===== src/rtl/rtt_pkg.sv =====
package rtt_pkg;

   typedef enum logic [1:0] {
      RA_PRELOAD = 2'd0,
      RA_COUNT   = 2'd1,
      RA_CTRL    = 2'd2,
      RA_ICTL    = 2'd3
   } rtt_addr_e;

   // control register field positions
   localparam int CTL_RUN       = 0;
   localparam int CTL_ACT       = 1;
   localparam int CTL_OVCLR     = 2;
   localparam int CTL_TALLY_LSB = 4;

   // interrupt control field positions
   localparam int ICTL_EN  = 3;
   localparam int ICTL_ACK = 7;

endpackage


===== src/rtl/rtt_count.sv =====
module rtt_count #(
   parameter int CNT_W = 16
) (
   input  logic             clk,
   input  logic             rst_n,
   input  logic             tick,
   input  logic             run,
   input  logic             load,
   input  logic [CNT_W-1:0] preload,
   output logic [CNT_W-1:0] count,
   output logic             roll
);

   localparam logic [CNT_W-1:0] CNT_MAX = {CNT_W{1'b1}};

   logic step;

   assign step = tick & run & ~load;
   assign roll = step & (count == CNT_MAX);

   always_ff @(posedge clk or negedge rst_n) begin
      if (!rst_n) begin
         count <= '0;
      end else if (load) begin
         count <= preload;
      end else if (roll) begin
         count <= preload;
      end else if (step) begin
         count <= count + 1'b1;
      end
   end

endmodule


===== src/rtl/rtt_tally.sv =====
module rtt_tally #(
   parameter int TALLY_W  = 4,
   parameter bit SATURATE = 1'b1
) (
   input  logic               clk,
   input  logic               rst_n,
   input  logic               inc,
   input  logic               clr,
   output logic [TALLY_W-1:0] tally
);

   localparam logic [TALLY_W-1:0] T_ONE = TALLY_W'(1);
   localparam logic [TALLY_W-1:0] T_MAX = {TALLY_W{1'b1}};

   logic [TALLY_W-1:0] nxt_inc;

   generate
      if (SATURATE) begin : g_sat
         assign nxt_inc = (tally == T_MAX) ? T_MAX : tally + 1'b1;
      end else begin : g_wrap
         assign nxt_inc = tally + 1'b1;
      end
   endgenerate

   always_ff @(posedge clk or negedge rst_n) begin
      if (!rst_n) begin
         tally <= '0;
      end else if (clr && inc) begin
         tally <= T_ONE;
      end else if (clr) begin
         tally <= '0;
      end else if (inc) begin
         tally <= nxt_inc;
      end
   end

endmodule


===== src/rtl/rtt_irq.sv =====
module rtt_irq #(
   parameter int LVL_W = 3
) (
   input  logic             clk,
   input  logic             rst_n,
   input  logic             cfg_wr,
   input  logic             cfg_en,
   input  logic [LVL_W-1:0] cfg_lvl,
   input  logic             ack,
   input  logic             set,
   output logic             pend,
   output logic             en,
   output logic [LVL_W-1:0] lvl,
   output logic             irq_req,
   output logic [LVL_W-1:0] irq_level
);

   always_ff @(posedge clk or negedge rst_n) begin
      if (!rst_n) begin
         en  <= 1'b0;
         lvl <= '0;
      end else if (cfg_wr) begin
         en  <= cfg_en;
         lvl <= cfg_lvl;
      end
   end

   // a rollover in the acknowledge cycle keeps the flag set
   always_ff @(posedge clk or negedge rst_n) begin
      if (!rst_n) begin
         pend <= 1'b0;
      end else if (set) begin
         pend <= 1'b1;
      end else if (ack) begin
         pend <= 1'b0;
      end
   end

   assign irq_req   = pend & en;
   assign irq_level = irq_req ? lvl : '0;

endmodule


===== src/rtl/rtt_top.sv =====
module rtt_top #(
   parameter int CNT_W    = 16,
   parameter int DATA_W   = 16,
   parameter int TALLY_W  = 4,
   parameter int LVL_W    = 3,
   parameter bit SATURATE = 1'b1
) (
   input  logic              clk,
   input  logic              rst_n,
   input  logic              tick,
   input  logic              bus_sel,
   input  logic              bus_wr,
   input  logic [1:0]        bus_addr,
   input  logic [DATA_W-1:0] bus_wdata,
   output logic [DATA_W-1:0] bus_rdata,
   output logic              irq_req,
   output logic [LVL_W-1:0]  irq_level
);

   import rtt_pkg::*;

   generate
      if (CNT_W < 2) begin : g_bad_cnt
         $error("rtt_top: CNT_W must be at least 2");
      end
      if (DATA_W < CNT_W || DATA_W < 8) begin : g_bad_data
         $error("rtt_top: DATA_W must cover CNT_W and at least 8 bits");
      end
      if (TALLY_W < 1 || TALLY_W > 4) begin : g_bad_tally
         $error("rtt_top: TALLY_W must be 1 to 4");
      end
      if (LVL_W < 1 || LVL_W > 3) begin : g_bad_lvl
         $error("rtt_top: LVL_W must be 1 to 3");
      end
   endgenerate

   logic               acc_wr;
   logic               wr_pre;
   logic               wr_ctl;
   logic               wr_ictl;
   logic [CNT_W-1:0]   pre_q;
   logic [CNT_W-1:0]   cnt_q;
   logic [1:0]         ctl_q;
   logic [TALLY_W-1:0] tally_q;
   logic               pend_q;
   logic               ien_q;
   logic [LVL_W-1:0]   lvl_q;
   logic               run_w;
   logic               load_w;
   logic               ovf_clr_w;
   logic               roll_w;

   assign acc_wr  = bus_sel & bus_wr;
   assign wr_pre  = acc_wr & (rtt_addr_e'(bus_addr) == RA_PRELOAD);
   assign wr_ctl  = acc_wr & (rtt_addr_e'(bus_addr) == RA_CTRL);
   assign wr_ictl = acc_wr & (rtt_addr_e'(bus_addr) == RA_ICTL);

   assign run_w     = ctl_q[CTL_ACT] & ctl_q[CTL_RUN];
   assign load_w    = wr_ctl & ~bus_wdata[CTL_ACT];
   assign ovf_clr_w = wr_ctl & bus_wdata[CTL_OVCLR];

   always_ff @(posedge clk or negedge rst_n) begin
      if (!rst_n) begin
         pre_q <= '0;
      end else if (wr_pre) begin
         pre_q <= bus_wdata[CNT_W-1:0];
      end
   end

   always_ff @(posedge clk or negedge rst_n) begin
      if (!rst_n) begin
         ctl_q <= '0;
      end else if (wr_ctl) begin
         ctl_q <= bus_wdata[1:0];
      end
   end

   rtt_count #(.CNT_W(CNT_W)) u_count (
      .clk     (clk),
      .rst_n   (rst_n),
      .tick    (tick),
      .run     (run_w),
      .load    (load_w),
      .preload (pre_q),
      .count   (cnt_q),
      .roll    (roll_w)
   );

   rtt_tally #(.TALLY_W(TALLY_W), .SATURATE(SATURATE)) u_tally (
      .clk   (clk),
      .rst_n (rst_n),
      .inc   (roll_w),
      .clr   (ovf_clr_w),
      .tally (tally_q)
   );

   rtt_irq #(.LVL_W(LVL_W)) u_irq (
      .clk       (clk),
      .rst_n     (rst_n),
      .cfg_wr    (wr_ictl),
      .cfg_en    (bus_wdata[ICTL_EN]),
      .cfg_lvl   (bus_wdata[LVL_W-1:0]),
      .ack       (wr_ictl & bus_wdata[ICTL_ACK]),
      .set       (roll_w),
      .pend      (pend_q),
      .en        (ien_q),
      .lvl       (lvl_q),
      .irq_req   (irq_req),
      .irq_level (irq_level)
   );

   always_comb begin
      bus_rdata = '0;
      if (bus_sel) begin
         unique case (rtt_addr_e'(bus_addr))
            RA_PRELOAD: bus_rdata[CNT_W-1:0] = pre_q;
            RA_COUNT:   bus_rdata[CNT_W-1:0] = cnt_q;
            RA_CTRL: begin
               bus_rdata[1:0] = ctl_q;
               bus_rdata[CTL_TALLY_LSB +: TALLY_W] = tally_q;
            end
            RA_ICTL: begin
               bus_rdata[LVL_W-1:0] = lvl_q;
               bus_rdata[ICTL_EN]   = ien_q;
               bus_rdata[ICTL_ACK]  = pend_q;
            end
            default: bus_rdata = '0;
         endcase
      end
   end

endmodule


===== config.mk =====
export PLATFORM = sky130hd
export DESIGN_NAME = rtt_top
export DESIGN_NICKNAME = d
export VERILOG_FILES = /design/src/rtl/rtt_pkg.sv /design/src/rtl/rtt_count.sv /design/src/rtl/rtt_tally.sv /design/src/rtl/rtt_irq.sv /design/src/rtl/rtt_top.sv
export SDC_FILE = /design/constraint.sdc
export NUM_CORES = 1
export LEC_CHECK = 0
export BUFFER_PORTS_ARGS = -buffer_cell sky130_fd_sc_hd__buf_2
export CAP_MARGIN = 10
export CORE_MARGIN = 2
export CORE_UTILIZATION = 50
export DETAILED_ROUTE_END_ITERATION = 10
export PLACE_DENSITY = 0.75
export SYNTH_ARGS = -nofsm -noshare
export SYNTH_HDL_FRONTEND = slang
export SYNTH_SLANG_ARGS = --single-unit

===== constraint.sdc =====
create_clock -name clk -period 1.85 [get_ports clk]
set_input_delay 0.0925 -clock clk [delete_from_list [all_inputs] [get_ports clk]]
set_output_delay 0.0925 -clock clk [all_outputs]
set_load 0.05 [all_outputs]

==> results of run 1 <==
## state kept, by name, summed over array words and instances, names as in the netlist
name           count
u_irq.lvl          3
ctl_q              2
u_count.count     16
u_irq.en           1
u_tally.tally      4
pre_q             16
u_irq.pend         1
## cells in the mapped netlist (4+ instances only)
| cell type | number |
|---|---|
| a21oi_1 | 13 |
| a311oi_1 | 4 |
| and2_1 | 10 |
| and3_1 | 10 |
| buf_2 | 5 |
| clkbuf_1 | 6 |
| dfrtp_1 | 43 |
| inv_1 | 5 |
| mux2_2 | 22 |
| mux2i_1 | 14 |
| nand2_1 | 15 |
| nand2b_1 | 5 |
| nand4_1 | 9 |
| nor2_1 | 25 |
| nor2b_1 | 4 |
| nor3_1 | 5 |
| o21ai_0 | 11 |
## layout by cell type (no fill, tap or decap), types with 2 or more instances in the layout
| cell type | count |
|---|---|
| mux2i_1 | 14 |
| o22a_1 | 2 |
| nor2_1 | 25 |
| a311oi_1 | 4 |
| and3_1 | 10 |
| a21oi_1 | 13 |
| a22oi_1 | 3 |
| dfrtp_1 | 43 |
| and2_1 | 10 |
| nor2b_1 | 4 |
| a2bb2oi_1 | 2 |
| clkbuf_8 | 5 |
| xnor2_1 | 2 |
| nor3_1 | 4 |
| o211ai_1 | 2 |
| nand3_1 | 3 |
| and4_1 | 3 |
| nand4_1 | 9 |
| buf_4 | 22 |
| mux2_2 | 22 |
| a31o_2 | 2 |
| nand2_1 | 15 |
| buf_2 | 42 |
| and4b_1 | 2 |
| nand2b_1 | 5 |
| mux4_2 | 3 |
| o21ai_0 | 11 |
| inv_1 | 5 |
## logic make-up after synthesis
kind of cell             after synthesis  share of synthesized area, %
XOR/XNOR                               3                          1.05
adder cells (fa/ha/maj)                2                          1.00
buffers and inverters                 18                          3.26
multiplexers                          39                          18.3
flip-flops                            43                          43.2
AO/OA/AOI/OAI                         47                          12.4
AND/OR/NAND/NOR                       96                          20.9
## how the worst max path moves through the flow
stage | from | to | slack [ps] | cells after the start
floorplan | u_count.count[0] | u_count.count[3] | -10 | 7
global placement | u_count.count[0] | u_count.count[7] | 100 | 6
detailed placement | u_count.count[0] | u_tally.tally[3] | 5 | 6
CTS | u_count.count[0] | u_tally.tally[3] | 90 | 6
global route | u_count.count[0] | u_tally.tally[1] | -50 | 6
finish | u_count.count[0] | u_tally.tally[1] | 60 | 6
## layer usage
| layer | vias to the layer above | global-route usage [%] | routed length [um] |
|---|---|---|---|
| li1 | 1030 | - | - |
| met1 | 1028 | 34.2 | 2710 |
| met2 | 74 | 37.3 | 2830 |
| met3 | 4 | 4.02 | 403 |
| met4 | 0 | 5.95 | 30 |
| met5 | - | 0 | 0 |
## stage by stage
step                hold WS (ps)  setup WS, ps
floorplan                   -203         -13.4
finish                      20.6          62.7
global placement             201          97.0
detailed placement           199          5.08
CTS                         23.7          91.5
global route                18.1         -54.8
## area by class of cell
class                   count  area, sq um
clock inverters             1         30.0
well taps                  67         83.8
clock buffers               6         72.6
repair buffers             67          417
multi-input cells         187         1350
flip-flops and latches     43         1080
fillers                   413         1710
inverters                   5         18.8
## repair_timing
| item | CTS | global route |
|---|---|---|
| hold buffers | 1 | 0 |
| endpoints found under the setup margin | 1 | 7 |
| pin swaps | 0 | 1 |
| hold endpoints to repair | 43 | 0 |
| gates resized for setup | 1 | 2 |
## report_power, final
group / total, mW / internal, mW / switching, mW
clock: 0.709 / 0.396 / 0.314
sequential: 1.35 / 1.17 / 0.184
combinational: 1.06 / 0.493 / 0.563
total: 3.12 / 2.06 / 1.06
==> reports/metrics.cfg, run 1 <==
[timing]
final_max_slew_viol_count = 0
tightest_slew_ps = 551
fin_skew_ps = 6.85
tns_ps = 0
setup_viol = 0
fmax_ghz = 0.560
hold_viol_final = 0
rsz0062_at_grt = true
finalCriticalPeriod_ps = 1790
min_period_over_period_pct = 96.6
max-slew-margin-rel_pct = 63.3

[finish]
finalNonFillerCells = 376
design_area_sq_mm = 0.00305
antennaDiodeCount = 0
drive_gt1_share_pct = 34.6
area_growth_syn_to_layout_pct = 22.2
postLayoutCoreUtil_pct = 64.1
finalNetCount = 334

[critical_path]
critPathKind = reg2reg
slowest_stage = or3_4
cp.buffers_inverters = 0
cp-start-kind = flop
cp_top_family = simple AND/OR/NAND/NOR gates
cp_max_fo = 6
crit_arrival_ps = 1980
reg2reg_depth = 6
reg2reg_to = u_tally.tally[1]
cp.required_ps = 2040
slowest_delay_ps = 410
r2r_setup_slack_ps = 60
rr_startpoint = u_count.count[0]
endpoint_kind = flop
crit_chain = ha_2 > nand4_1 > or3_4 > nor3_4 > nor2_1 > a311oi_1

[floorplan]
die_area_sq_mm = 0.00557
start_util_pct = 52.4
std_cell_rows = 25
dieWidth_um = 74.6
ios = 43
die_h_um = 74.6
core_sq_mm = 0.00475

[clock_network]
htreeDepth = 2
cts_buffers = 5
cts.sinks = 43
clock-root-buffer = clkbuf_8
clockBufferDepth = 2
clk_pin_slew_ps = 80
cts_tree = built
cts_setup_buffers = 0
clkLatencyLatePin_ps = 300

[pwr]
ir_worst_vdd_v = 0.000508
p_leak_nw = 1.41
total_power_mw = 3.12
p_per_area_mw_per_mm2 = 1020

[place]
portBuffers = 42
gp_congestion = 0.847
dp_cells = 368
placed_area_sq_mm = 0.00292
hpwlAfterDp_um = 4390

[routing]
avgViaCountPerCell = 5.68
drt-total-wl_um = 5970
ant_nets = 0
avgRoutedWirePerCell_um = 15.9
first_pass_iters = 4
drc = 0
drt-initial-drc-count = 119
dr_total_vias = 2136

[synthesis]
synth_top_cell_area_share_pct = 43.2
synth-seq-cells = 43
yosysSeqAreaShare_pct = 43.2
syn_area_per_cell_sq_um = 10.1
synthArstFlopShare_pct = 100
synth_top_cell_by_area = dfrtp_1
synthDistinctLibCells = 44
ys.flop_type = dfrtp_1
yosysWarningCount = 0
syn_inst = 248
synth_area_leaders = dfrtp_1 (43%), mux2_2 (9.9%), mux2i_1 (5.6%), nor2_1 (3.8%), mux4_2 (2.7%)
syn_area_sq_mm = 0.00249
syn-num-nets = 273
synth_edf_count = 0

[min_path]
min_from = bus_wdata[14]
hold_path_depth = 2
min_path_type = in2reg
hold_end = pre_q[14]

[job]
maxCapViolations = 0

[global_route]
grt_overflow = 0
grt_max_degree = 44
grt_usage_pct = 23.6
grt_pass1_wl_um = 10100
grt_pass1_vias = 2090
antenna_found_initial = 0

[outcome]
outcome = complete, no violations

Note: power is estimated with default switching activity, not from simulation.
==> run 2: changes to the inputs <==
- REMOVE_ABC_BUFFERS: unset -> 1
==> run 2 against run 1 <==
Net effect: the flow now finishes with violations (setup timing); register-to-register slack got worse by 110 ps; first-iteration DRC count up 61%; non-clock buffer count up 3; via count is 5.4% higher; critical path depth unchanged; global-route usage increased by 1.6 points; die area did not move; clock skew down 1.2 ps; count of clock-buffer cells in the layout grew 2; wire length rose by 7.8%; largest power group unchanged.
==> reports/metrics.cfg, run 2 (synthesis results as in run 1) <==
[timing]
fin_skew_ps = 5.62  ; -1.23 ps
tightest_slew_ps = 701  ; +150 ps
hold_viol_final = 0  ; unchanged
max-slew-margin-rel_pct = 53.3  ; -10 points
fmax_ghz = 0.526  ; -5.9%
rsz0062_at_grt = true
final_max_slew_viol_count = 0  ; unchanged
setup_viol = 9  ; +9
min_period_over_period_pct = 103  ; +6.1 points
tns_ps = -226  ; -226 ps
layout_setup_ws_ps = -49.5  ; -112 ps
finalCriticalPeriod_ps = 1900  ; +112 ps

[routing]
avgRoutedWirePerCell_um = 16.9  ; +6.7%
drt-total-wl_um = 6440  ; +7.8%
drc = 0  ; unchanged
ant_nets = 0  ; unchanged
dr_wl_met3_um = 431  ; +6.9%
highest_layer = met4
drt-initial-drc-count = 192  ; +61%
dr_total_vias = 2252  ; +5.4%
wl_met1_um = 2770  ; +2.1%
first_pass_iters = 4  ; unchanged
avgViaCountPerCell = 5.93  ; +4.3%
dr_wl_met2_um = 3130  ; +11%

[finish]
mostFrequentLayoutCells = dfrtp_1 (43), buf_2 (42), buf_4 (26)
postLayoutCoreUtil_pct = 64.5  ; +0.45 points
area_growth_syn_to_layout_pct = 23.0
n_fill_cell = 407  ; -1.5%
multi_input_area_sq_mm = 0.00135  ; +0.37%
top_regs = pre_q: 16 flops, u_count.count: 16 flops, u_tally.tally: 4 flops
final_common_cell = dfrtp_1
finalNetCount = 337  ; +0.90%
antennaDiodeCount = 0  ; unchanged
seqCellArea_sq_mm = 0.00108  ; unchanged
drive_gt1_share_pct = 35.8  ; +1.2 points

[critical_path]
cp.buffers_inverters = 0  ; unchanged
slowest_delay_ps = 450  ; +40 ps
rr_startpoint = u_count.count[0]
critPathKind = reg2reg
cp_max_fo = 7  ; +1
crit_arrival_ps = 2100  ; +120 ps
cp.required_ps = 2050  ; about the same
crit_start = u_count.count[0]
endpoint_kind = flop
crit_chain = ha_1 > nand4_1 > or3_4 > nor3_4 > a41oi_1 > nor3_1
cp_top_family = simple AND/OR/NAND/NOR gates
slowest_stage = or3_4
cp-start-kind = flop

[pwr]
ir_worst_vdd_v = 0.000655  ; +29%
p_per_area_mw_per_mm2 = 1010  ; -1.7%
p_leak_nw = 1.43  ; +1.2%

[clock_network]
htreeDepth = 2  ; unchanged
clock-root-buffer = clkbuf_8
cts_setup_buffers = 0  ; unchanged
cts_tree = built
clkLatencyLatePin_ps = 290  ; about the same
clockBufferDepth = 2  ; unchanged
cts_buffers = 5  ; unchanged
clk_pin_slew_ps = 80  ; about the same
cts.sinks = 43  ; unchanged

[floorplan]
std_cell_rows = 25  ; unchanged
core_sq_mm = 0.00475  ; unchanged
die_area_sq_mm = 0.00557  ; unchanged
die_h_um = 74.6  ; unchanged
start_util_pct = 52.4  ; unchanged
dieWidth_um = 74.6  ; unchanged
ios = 43  ; unchanged

[global_route]
grt_overflow = 0  ; unchanged
grt_max_degree = 32  ; -27%
grt_pass1_vias = 2121  ; +1.5%
grt_usage_pct = 25.2  ; +1.6 points
grt_pass1_wl_um = 10400  ; +3.7%
antenna_found_initial = 0  ; unchanged

[min_path]
min_from = bus_wdata[5]
min_path_type = in2reg

[place]
hpwlAfterDp_um = 4660  ; +6.1%
portBuffers = 42  ; unchanged
gp_congestion = 0.875  ; +3.2%

[job]
maxCapViolations = 0  ; unchanged

[outcome]
violations = setup timing
outcome = finished with violations

run 2: cell types whose count changed in the layout (fill, tap and decap cells not counted), sizes merged:
| cell | delta |
|---|---|
| bufinv | -1 |
| clkbuf | +2 |
| buf | +3 |
run 2: worst paths after layout:
check,cells past startpoint,to,slack (ps)
max,6,u_tally.tally[3],-50
min in group asynchronous,2,u_count.count[13],390
min reg2reg,2,u_count.count[6],520
max reg2reg,6,u_tally.tally[3],-50
min,2,pre_q[5],30
max in group asynchronous,3,u_irq.lvl[2],870
run 2: what timing repair did:
item / in CTS / in global routing
resized for setup: 1 / 3
setup endpoints to repair: 11 / 19
endpoints found under the hold margin: 29 / 0
hold buffers: 1 / 0
gates cloned: 0 / 0
pin swaps: 1 / 1
run 2: power breakdown:
part / switching [mW] / internal, mW
Sequential: 0.191 / 1.17
Combinational: 0.577 / 0.498
Clock: 0.313 / 0.341
Total: 1.08 / 2.01
run 2: metrics by stage:
stage	instances	total power, mW	hold WS (ps)	setup slack (ps)	cell area [sq um]
3_5_place_dp	371	2.43	179	-55.6	2940
5_1_grt	380	3.27	29.0	-129	3070
3_3_place_gp	371	2.37	178	30.6	2940
6_report	380	3.09	30.7	-49.5	3070
2_1_floorplan	235	1.98	-203	-19.5	2430
4_1_cts	380	3.08	24.1	10.1	3060
run 2: routing by layer:
metal / track usage (%) / vias to the layer above
li1: - / 1041
met1: 35.6 / 1112
met2: 38.8 / 88
met3: 4.02 / 11
met4: 10.7 / 0
met5: 0 / -
run 2: worst reg2reg max path, delay by kind of cell (launching register included):
family	cells	cell delay (ps)
adder cells (fa/ha/maj)	1	180
AND/OR/NAND/NOR	4	1120
AO/OA/AOI/OAI	1	150
flip-flops	1	360
run 2: area by class of cell:
type | count | area share, %
clock buffers | 8 | 3.26
well taps | 67 | 2.73
multi-input cells | 187 | 44.1
flip-flops and latches | 43 | 35.1
inverters | 5 | 0.612
repair buffers | 70 | 14.2
